`src/rtl/pcas_pkg.sv`:
```
package pcas_pkg;

  typedef enum logic [1:0] {
    OP_MRS  = 2'b00,
    OP_RD   = 2'b01,
    OP_WR   = 2'b10,
    OP_NONE = 2'b11
  } op_e;

  typedef enum logic [1:0] {
    SEL_MR   = 2'b00,
    SEL_EMR  = 2'b01,
    SEL_EMR2 = 2'b10,
    SEL_EMR3 = 2'b11
  } msel_e;

  localparam int LAT_W    = 3;
  localparam int AL_MAX   = 6;
  localparam int CL_MIN   = 3;
  localparam int CL_MAX   = 6;
  localparam int CL_LSB   = 4;
  localparam int AL_LSB   = 3;
  localparam int SRT_BIT  = 7;
  localparam int RSV_LSB  = 13;

endpackage

```
`src/rtl/pcas_mode_regs.sv`:
```
module pcas_mode_regs
  import pcas_pkg::*;
#(
  parameter int BA_W   = 3,
  parameter int ADDR_W = 16
) (
  input  logic              clk,
  input  logic              rst,
  input  logic              mrs_fire,
  input  logic [BA_W-1:0]   ba,
  input  logic [ADDR_W-1:0] addr,
  output logic [LAT_W-1:0]  cl_q,
  output logic [LAT_W-1:0]  al_q,
  output logic              srt_q,
  output logic              ill_q,
  output logic              rsv_q
);

  logic             rsv_hit;
  msel_e            sel;
  logic [LAT_W-1:0] cl_code;
  logic [LAT_W-1:0] al_code;
  logic             cl_ok;
  logic             al_ok;

  always_comb begin
    rsv_hit = (ba[BA_W-1:2] != '0) || (addr[ADDR_W-1:RSV_LSB] != '0);
    sel     = msel_e'(ba[1:0]);
    cl_code = addr[CL_LSB +: LAT_W];
    al_code = addr[AL_LSB +: LAT_W];
    cl_ok   = (int'(cl_code) >= CL_MIN) && (int'(cl_code) <= CL_MAX);
    al_ok   = int'(al_code) <= AL_MAX;
  end

  always_ff @(posedge clk) begin
    if (rst) begin
      cl_q  <= '0;
      al_q  <= '0;
      srt_q <= 1'b0;
      ill_q <= 1'b0;
      rsv_q <= 1'b0;
    end else begin
      ill_q <= 1'b0;
      rsv_q <= 1'b0;
      if (mrs_fire) begin
        if (rsv_hit) begin
          rsv_q <= 1'b1;
        end else begin
          case (sel)
            SEL_MR: begin
              if (cl_ok) cl_q <= cl_code;
              else       ill_q <= 1'b1;
            end
            SEL_EMR: begin
              if (al_ok) al_q <= al_code;
              else       ill_q <= 1'b1;
            end
            SEL_EMR2: srt_q <= addr[SRT_BIT];
            default: ;
          endcase
        end
      end
    end
  end


  cl_keep_chk: assert property (@(posedge clk) disable iff (rst)
    (mrs_fire && !rsv_hit && sel == SEL_MR && !cl_ok) |=> ($stable(cl_q) && ill_q));


  al_keep_chk: assert property (@(posedge clk) disable iff (rst)
    (mrs_fire && !rsv_hit && sel == SEL_EMR && !al_ok) |=> ($stable(al_q) && ill_q));


  rsv_drop_chk: assert property (@(posedge clk) disable iff (rst)
    (mrs_fire && rsv_hit) |=> (rsv_q && $stable(cl_q) && $stable(al_q) && $stable(srt_q)));


  emr3_quiet_chk: assert property (@(posedge clk) disable iff (rst)
    (mrs_fire && !rsv_hit && sel == SEL_EMR3) |=> ($stable(cl_q) && $stable(al_q) && $stable(srt_q) && !ill_q));

endmodule

```
`src/rtl/pcas_delay_line.sv`:
```
module pcas_delay_line #(
  parameter int DEPTH = 12,
  parameter int W     = 14
) (
  input  logic                    clk,
  input  logic                    rst,
  input  logic                    in_v,
  input  logic [W-1:0]            in_d,
  output logic [DEPTH-1:0]        hv,
  output logic [DEPTH-1:0][W-1:0] hd
);

  logic         v_r [DEPTH];
  logic [W-1:0] d_r [DEPTH];

  for (genvar j = 0; j < DEPTH; j++) begin : g_stage
    if (j == 0) begin : g_head
      always_ff @(posedge clk) begin
        if (rst) begin
          v_r[j] <= 1'b0;
          d_r[j] <= '0;
        end else begin
          v_r[j] <= in_v;
          d_r[j] <= in_d;
        end
      end
    end else begin : g_body
      always_ff @(posedge clk) begin
        if (rst) begin
          v_r[j] <= 1'b0;
          d_r[j] <= '0;
        end else begin
          v_r[j] <= v_r[j-1];
          d_r[j] <= d_r[j-1];
        end
      end
    end
    assign hv[j] = v_r[j];
    assign hd[j] = d_r[j];
  end


  flush_chk: assert property (@(posedge clk) disable iff (rst)
    $past(rst) |-> (hv == '0));

endmodule

```
`src/rtl/pcas_tap.sv`:
```
module pcas_tap #(
  parameter int DEPTH = 12,
  parameter int W     = 14,
  parameter int SEL_W = 4
) (
  input  logic [SEL_W-1:0]        sel,
  input  logic                    now_v,
  input  logic [W-1:0]            now_d,
  input  logic [DEPTH-1:0]        hv,
  input  logic [DEPTH-1:0][W-1:0] hd,
  output logic                    v,
  output logic [W-1:0]            d
);

  always_comb begin
    v = 1'b0;
    d = '0;
    if (sel == '0) begin
      v = now_v;
      d = now_d;
    end else begin
      for (int j = 0; j < DEPTH; j++) begin
        if (int'(sel) == j + 1) begin
          v = hv[j];
          d = hd[j];
        end
      end
    end
  end

endmodule

```
`src/rtl/pcas_latency_ctrl.sv`:
```
module pcas_latency_ctrl
  import pcas_pkg::*;
#(
  parameter int BA_W   = 3,
  parameter int ADDR_W = 16,
  parameter int COL_W  = 10
) (
  input  logic              clk,
  input  logic              rst,
  input  logic              cmd_valid,
  output logic              cmd_ready,
  input  logic [1:0]        cmd_op,
  input  logic [BA_W-1:0]   cmd_ba,
  input  logic [ADDR_W-1:0] cmd_addr,
  output logic              iss_valid,
  output logic              iss_write,
  output logic [BA_W-1:0]   iss_ba,
  output logic [COL_W-1:0]  iss_col,
  output logic              rd_due,
  output logic              wr_due,
  output logic [LAT_W-1:0]  cl_value,
  output logic [LAT_W-1:0]  al_value,
  output logic              srt_2x,
  output logic              mrs_illegal,
  output logic              mrs_reserved
);

  localparam int DEPTH = AL_MAX + CL_MAX;
  localparam int W     = 1 + BA_W + COL_W;
  localparam int SEL_W = $clog2(DEPTH + 1);

  op_e  op;
  logic acc, mrs_fire, rw_fire;
  logic [W-1:0] now_d;

  always_comb begin
    op        = op_e'(cmd_op);
    cmd_ready = ~rst;
    acc       = cmd_valid & cmd_ready;
    mrs_fire  = acc && (op == OP_MRS);
    rw_fire   = acc && ((op == OP_RD) || (op == OP_WR));
    now_d     = {op == OP_WR, cmd_ba, cmd_addr[COL_W-1:0]};
  end

  pcas_mode_regs #(.BA_W(BA_W), .ADDR_W(ADDR_W)) u_mode (
    .clk(clk), .rst(rst), .mrs_fire(mrs_fire), .ba(cmd_ba), .addr(cmd_addr),
    .cl_q(cl_value), .al_q(al_value), .srt_q(srt_2x),
    .ill_q(mrs_illegal), .rsv_q(mrs_reserved)
  );

  logic [DEPTH-1:0]        hv;
  logic [DEPTH-1:0][W-1:0] hd;

  pcas_delay_line #(.DEPTH(DEPTH), .W(W)) u_line (
    .clk(clk), .rst(rst), .in_v(rw_fire), .in_d(now_d), .hv(hv), .hd(hd)
  );

  logic [SEL_W-1:0] sel_iss, sel_rd, sel_wr;
  logic             cl_set;

  always_comb begin
    cl_set  = cl_value != '0;
    sel_iss = SEL_W'(al_value);
    sel_rd  = SEL_W'(al_value) + SEL_W'(cl_value);
    sel_wr  = cl_set ? (sel_rd - SEL_W'(1)) : '0;
  end

  logic         t_iss_v, t_rd_v, t_wr_v;
  logic [W-1:0] t_iss_d, t_rd_d, t_wr_d;

  pcas_tap #(.DEPTH(DEPTH), .W(W), .SEL_W(SEL_W)) u_tap_iss (
    .sel(sel_iss), .now_v(rw_fire), .now_d(now_d), .hv(hv), .hd(hd),
    .v(t_iss_v), .d(t_iss_d)
  );

  pcas_tap #(.DEPTH(DEPTH), .W(W), .SEL_W(SEL_W)) u_tap_rd (
    .sel(sel_rd), .now_v(rw_fire), .now_d(now_d), .hv(hv), .hd(hd),
    .v(t_rd_v), .d(t_rd_d)
  );

  pcas_tap #(.DEPTH(DEPTH), .W(W), .SEL_W(SEL_W)) u_tap_wr (
    .sel(sel_wr), .now_v(rw_fire), .now_d(now_d), .hv(hv), .hd(hd),
    .v(t_wr_v), .d(t_wr_d)
  );

  always_comb begin
    iss_valid = t_iss_v;
    iss_write = t_iss_d[W-1];
    iss_ba    = t_iss_d[COL_W +: BA_W];
    iss_col   = t_iss_d[COL_W-1:0];
    rd_due    = cl_set && t_rd_v && !t_rd_d[W-1];
    wr_due    = cl_set && t_wr_v && t_wr_d[W-1];
  end


  al_zero_pass_chk: assert property (@(posedge clk) disable iff (rst)
    (rw_fire && al_value == '0) |-> (iss_valid && iss_col == cmd_addr[COL_W-1:0] && iss_ba == cmd_ba));


  al_one_chk: assert property (@(posedge clk) disable iff (rst)
    (rw_fire && al_value == LAT_W'(1)) |=> iss_valid);


  cl_unset_chk: assert property (@(posedge clk) disable iff (rst)
    (cl_value == '0) |-> (!rd_due && !wr_due));


  ready_chk: assert property (@(posedge clk) disable iff (rst)
    cmd_ready);

endmodule

```
`config.mk`:
```
export PLATFORM = sky130hd
export DESIGN_NAME = pcas_latency_ctrl
export DESIGN_NICKNAME = d
export VERILOG_FILES = /design/src/rtl/pcas_pkg.sv /design/src/rtl/pcas_mode_regs.sv /design/src/rtl/pcas_delay_line.sv /design/src/rtl/pcas_tap.sv /design/src/rtl/pcas_latency_ctrl.sv
export SDC_FILE = /design/constraint.sdc
export NUM_CORES = 1
export LEC_CHECK = 0
export BUFFER_PORTS_ARGS = -buffer_cell sky130_fd_sc_hd__buf_2
export CAP_MARGIN = 40
export CORE_MARGIN = 8
export CORE_UTILIZATION = 51
export CTS_CLUSTER_SIZE = 16
export DETAILED_ROUTE_END_ITERATION = 12
export PLACE_DENSITY_LB_ADDON = 0.3
export SYNTH_ARGS = -nofsm -noshare
export SYNTH_HDL_FRONTEND = slang
export SYNTH_HIERARCHICAL = 1
export SYNTH_SLANG_ARGS = --single-unit
```
`constraint.sdc`:
```
create_clock -name clk -period 3.2 [get_ports clk]
set_clock_uncertainty 0.2 [all_clocks]
set_input_delay 0.32 -clock clk [delete_from_list [all_inputs] [get_ports clk]]
set_output_delay 0.32 -clock clk [all_outputs]
set_load 0.03 [all_outputs]
```
After elaboration in Yosys (flattened, before gate mapping)
Memory sizes are Yosys's and may differ from the RTL's.
Index checks and enable logic that the tools add are counted.
- $add $sub $neg: 2
- order comparisons: 3
- equality and inequality tests: 35
- multiplexer cells: 100
- bitwise gates (word level): 28
- reduce and logical (&&, ||, !) cells: 22
- operators by type and width (cell ; number):
    two-way mux 14 bit ; 46
    equality test 4 bit, second input constant ; 16
    two-way mux 1 bit ; 52
    equality test 4 x 3 -> 1 bit, second input constant ; 6
    bitwise OR 1 bit ; 24
    equality test 3 bit, second input constant ; 4
    logical NOT 4 bit ; 3
    equality test 4 x 2 -> 1 bit, second input constant ; 2
    AND reduction 4 bit ; 2
    logical AND 1 bit ; 7
    equality test 3 x 2 -> 1 bit, second input constant ; 2
    <= comparator 3 bit, second input constant ; 2
    nonzero test 3 bit ; 2
    adder 3 x 3 -> 4 bit ; 1
    equality test 2 x 1 -> 1 bit, second input constant ; 2
    equality test 2 bit, second input constant ; 2
    logical NOT 2 bit ; 2
    two-way mux 4 bit ; 1
    subtractor 4 x 1 -> 4 bit, second input constant ; 1
    equality test 3 x 1 -> 1 bit, second input constant ; 1
    >= comparator 3 x 2 -> 1 bit, second input constant ; 1
    inverter 1 bit ; 3
    AND reduction 3 bit ; 1
    OR reduction 3 bit ; 1
    other kinds (5) ; 6
- bits in registers: 9
- memory bits (writable): 180
- input bits: 24
- word-level logic and storage cells: 197
- memories kept: 2
- memory list (name ; words ; bits a word ; rd ports ; clocked after memory_dff ; wr ports ; RTL line ; source):
    u_line.d_r ; 12 ; 14 ; 12 ; 0 ; 12 ; pcas_delay_line.sv:14 ; logic [W-1:0] d_r [DEPTH];
    u_line.v_r ; 12 ; 1 ; 12 ; 0 ; 12 ; pcas_delay_line.sv:13 ; logic v_r [DEPTH];

Logic depth before layout (Yosys ltp)
- word-level depth: 19
- mapped depth: 15
- mapped depth without buffers: 13

Hierarchy
Netlist, hierarchy kept.
- modules (own cells, without submodules) (module ; instances ; cells an instance ; area an instance (sq um) ; sequential area each (sq um)):
    pcas_tap ; 3 ; 314 ; 2145.8 ; 0.0
    pcas_delay_line ; 1 ; 380 ; 5185.0 ; 3603.5
    pcas_mode_regs ; 1 ; 43 ; 444.2 ; 180.2
    pcas_latency_ctrl ; 1 ; 32 ; 232.7 ; 0.0

Worst setup path before layout
OpenSTA, ideal clock, no wires.
- path kind: reg-to-output
- start point: register u_mode.cl_q[0]
- end point: output wr_due
- arrival: 3146 ps
- path slack: -466 ps
- cell stages (with the launch flop): 16
- buffers on the path: 2
- path through: dfxtp_1 > ha_1 > fa_1 > inv_1 > ha_1 > xnor2_1 > nor2_1 > buf_4 > nor2b_1 > clkbuf_1 > o221ai_1 > o211ai_1 > o211ai_1 > o211ai_1 > nand2_1 > nor2_1
- elaborated cells on any way between the ends: 45
- RTL lines (element ; RTL line ; source):
    start: declaration ; pcas_mode_regs.sv:12 ; output logic [LAT_W-1:0] cl_q,
    start signal: assignment ; pcas_mode_regs.sv:51 ; if (cl_ok) cl_q <= cl_code;
    adder 3 x 3 -> 4 bit * ; pcas_latency_ctrl.sv:64 ; sel_rd = SEL_W'(al_value) + SEL_W'(cl_value);
    via sel_rd[1] ; pcas_latency_ctrl.sv:58 ; logic [SEL_W-1:0] sel_iss, sel_rd, sel_wr;
    subtractor 4 x 1 -> 4 bit * ; pcas_latency_ctrl.sv:65 ; sel_wr = cl_set ? (sel_rd - SEL_W'(1)) : '0;
    two-way mux 4 bit * ; pcas_latency_ctrl.sv:65 ;
    via sel_wr[2] ; pcas_latency_ctrl.sv:58 ;
    equality test 4 x 2 -> 1 bit ; pcas_tap.sv:23 ; if (int'(sel) == j + 1) begin
    two-way mux 14 bit (12 in a row) ; pcas_tap.sv:23 ;
    two-way mux 14 bit * ; pcas_tap.sv:18 ; if (sel == '0) begin
    via t_wr_d[13] ; pcas_latency_ctrl.sv:69 ; logic [W-1:0] t_iss_d, t_rd_d, t_wr_d;
    logical AND 1 bit * ; pcas_latency_ctrl.sv:92 ; wr_due = cl_set && t_wr_v && t_wr_d[W-1];
    end: declaration ; pcas_latency_ctrl.sv:20 ; output logic wr_due,
Mark *: on every way through the listed nets, which the timed path passes. The rest lies on a longest branch.

Final worst setup path
- start point: register u_mode.al_q[0]
- end point: output wr_due
- elaborated cells on any way between the ends: 44
- RTL lines (element ; RTL line ; source):
    start: declaration ; pcas_mode_regs.sv:13 ; output logic [LAT_W-1:0] al_q,
    start signal: assignment ; pcas_mode_regs.sv:55 ; if (al_ok) al_q <= al_code;
    adder 3 x 3 -> 4 bit * ; pcas_latency_ctrl.sv:64 ;
    via sel_rd[1] ; pcas_latency_ctrl.sv:58 ;
    subtractor 4 x 1 -> 4 bit * ; pcas_latency_ctrl.sv:65 ;
    two-way mux 4 bit * ; pcas_latency_ctrl.sv:65 ;
    via sel_wr[3] ; pcas_latency_ctrl.sv:58 ;
    equality test 4 x 2 -> 1 bit ; pcas_tap.sv:23 ;
    two-way mux 14 bit (12 in a row) ; pcas_tap.sv:23 ;
    two-way mux 14 bit * ; pcas_tap.sv:18 ;
    via t_wr_d[13] ; pcas_latency_ctrl.sv:69 ;
    logical AND 1 bit * ; pcas_latency_ctrl.sv:92 ;
Marks and branches as above.

==> flow_metrics.py <==
metrics = {
    "clock_tree": {
        "htree_levels": 4,
        "insertion_delay_ns": 0.42,
        "tritoncts": "yes",
        "cts_buffer_depth": 2,
        "cts_root_buf": "clkbuf_16",
        "cts.reportedPaths.clkPinSlew_ns": 0.07,
        "numCtsBuffers": 17,
        "cts_sinks": 189,
    },
    "setup_path": {
        "critPathTopFamily": "compound AO/OA/AOI/OAI gates",
        "crit_path_start": "u_mode/al_q[0]",
        "criticalPathCategory": "flop to output port",
        "path_cells": "ha_4, fa_2, buf_4, nor2_1, nand4b_1, a21oi_4, buf_4, nand2b_1, o311a_1, o22ai_1, o211ai_1, nand2_1, nor2_2, buf_6",
        "r2r_end": "u_mode/al_q[0]",
        "critPathMaxStageDelay_ns": 0.45,
        "worstReg2RegStart": "u_mode/al_q[0]",
        "slowest_stage": "fa_2",
        "reg2regPathDepth": 4,
        "cpMostUsedCell": "buf_4",
        "r2r_slack_ns": 1.89,
        "end_kind": "output port",
        "required_ns": 2.68,
        "cp_max_fo": 7,
        "start_kind": "flop",
        "arrival_ns": 3.07,
        "cp_num_buf_inv": 3,
    },
    "timing": {
        "hold_viol_final": 0,
        "worst_slew_margin_rel_pct": 27.9,
        "setup_viol": 2,
        "finalCritPeriodShare_pct": 112,
        "fin_crit_ns": 3.59,
        "rsz0062_at_grt": "true",
        "tightestPinTransition_ns": 1.08,
        "fin_ws_ns": -0.391,
        "clock.fmax_mhz": 278,
        "hold_slack_ns": 0.0391,
        "slew_violations": 0,
    },
    "power_and_ir_drop": {
        "powerDensity_nw_per_um2": 469,
        "leakage_nw": 3.84,
        "max-vdd-ir-drop_mv": 0.340,
        "finalPower_mw": 4.81,
    },
    "final_layout": {
        "area_growth_pct": 10.9,
        "fin_nets": 997,
        "design_area_sq_um": 10200,
        "layout-drive-gt1-share_pct": 31.6,
        "antennaDiodeCount": 0,
    },
    "placed_design": {
        "dp_slack_ns": -0.181,
        "dpl-instance-area_sq_um": 9220,
        "io_buffers": 47,
        "gp_congestion": 0.868,
        "dpl.hpwl_mm": 13.4,
    },
    "min_path": {
        "worstHoldStart": "cmd_addr[6]",
        "hold_path_class": "primary input to flop",
        "min_path_cells": 3,
        "holdPathEnd": "u_mode/cl_q[2]",
    },
    "routing": {
        "dr_wl_met2_mm": 9.81,
        "postRouteAntennaNets": 0,
        "top_layer": "met4",
        "drc_errors": 0,
        "m1WireLength_mm": 10.1,
        "avgViaCountPerCell": 5.56,
        "dr_wl_met3_mm": 1.11,
        "num_vias": 6713,
        "drt-initial-drc-count": 519,
        "drt_wl_total_mm": 21.3,
        "drt-pass1-iter-count": 5,
        "wire_per_inst_microns": 17.7,
    },
    "grt": {
        "grt_pass1_vias": 6320,
        "grt.total_usage_pct": 18.3,
        "grt_pass1_wl_mm": 33.2,
        "antenna_found_initial": 0,
        "overflow": 0,
        "grt_max_degree": 194,
    },
    "floorplan": {
        "die_area_sq_um": 22700,
        "io_pins": 51,
        "num_rows": 49,
        "die_h_microns": 151,
        "die_x_microns": 151,
        "start_util_pct": 51.8,
        "coreArea_sq_um": 17800,
    },
    "synthesis": {
        "netlist_instances": 965,
        "yosys_warnings": 6,
        "syn_area_per_cell_sq_um": 9.57,
        "syn_area_sq_um": 9240,
    },
    "flow_run": {
        "maxCapViolations": 0,
    },
    "status": {
        "failed_checks": "setup timing",
        "status": "finished with violations",
    },
}
-- final cells by class --
cell class | count | area (sq um)
clock inverters | 15 | 175
flip-flops and latches | 189 | 3790
multi-input cells | 638 | 4690
repair buffers | 106 | 820
clock buffers | 17 | 425
fillers | 1543 | 7600
inverters | 14 | 52.6
well taps | 229 | 287
-- worst register-to-register path, cell delays in order, from the launching register on --
cell       delay, ns
dfxtp_4         0.36
buf_4           0.15
clkbuf_16       0.29
nand2b_1        0.09
mux2i_1         0.14
-- layout by cell type (no fill, tap or decap), types with 5 or more instances in the layout --
cell / instances
buf_2: 41
inv_6: 5
clkbuf_16: 18
o21ai_0: 32
nand4_1: 6
a21oi_1: 23
dfxtp_1: 185
nor2b_1: 100
nor2_1: 33
mux2i_1: 24
buf_4: 40
o22ai_1: 24
o211ai_1: 19
nor2b_2: 94
a21o_1: 5
o311a_1: 6
a31oi_1: 11
o221ai_1: 6
mux2_2: 30
nand3_1: 5
a21boi_0: 7
buf_6: 7
dlygate4sd3_1: 9
or3_1: 6
nor2_2: 7
a22oi_1: 9
inv_1: 10
nand2b_1: 25
a221oi_1: 8
nand2_1: 58
a211oi_1: 5
and2_1: 10
-- registers in the layout, summed over array words and instances (netlist names) --
signal	cells
u_line/d_r	168
u_line/v_r	12
u_mode/al_q	3
u_mode/cl_q	3
u_mode/ill_q	1
u_mode/rsv_q	1
u_mode/srt_q	1
-- worst max path at each step --
stage                     endpoint  slack, ns  depth (start not counted)
after detailed placement    wr_due      -0.18                         14
after CTS                   wr_due      -0.47                         16
after floorplan             wr_due      -0.21                         14
after global routing        wr_due      -0.54                         14
after global placement      wr_due      -0.15                         14
final                       wr_due      -0.39                         14
-- report_power, final --
part / internal [mW] / switching (mW) / leakage, nW / total, mW
clock network: 1.18 / 0.970 / 0.296 / 2.15
logic: 0.0978 / 0.164 / 2.02 / 0.262
registers: 2.38 / 0.0147 / 1.53 / 2.39
total: 3.66 / 1.15 / 3.84 / 4.81
-- per-layer routing --
layer	GRT usage, %	vias to the layer above
met5	0	-
met1	25.0	3249
met2	28.9	179
met4	5.74	0
met3	3.07	19
li1	-	3266
-- through the flow --
| stage | cells | TNS (ns) | util, % |
|---|---|---|---|
| floorplan | 968 | -0.212 | - |
| global placement | 1155 | -0.151 | 51.7 |
| detailed placement | 1155 | -0.181 | 51.7 |
| CTS | 1201 | -0.702 | 56.4 |
| global route | 1208 | -1.51 | 57.4 |
| finish | 1208 | -0.670 | 57.4 |
-- repair_timing --
action	in CTS	in global routing
hold endpoints to repair	9	0
setup buffers	5	6
hold buffers	9	0
pin swaps	11	11
cloned	0	2
gates resized for setup	25	31
endpoints found under the setup margin	11	13
Note: power is estimated with default switching activity, not from simulation.
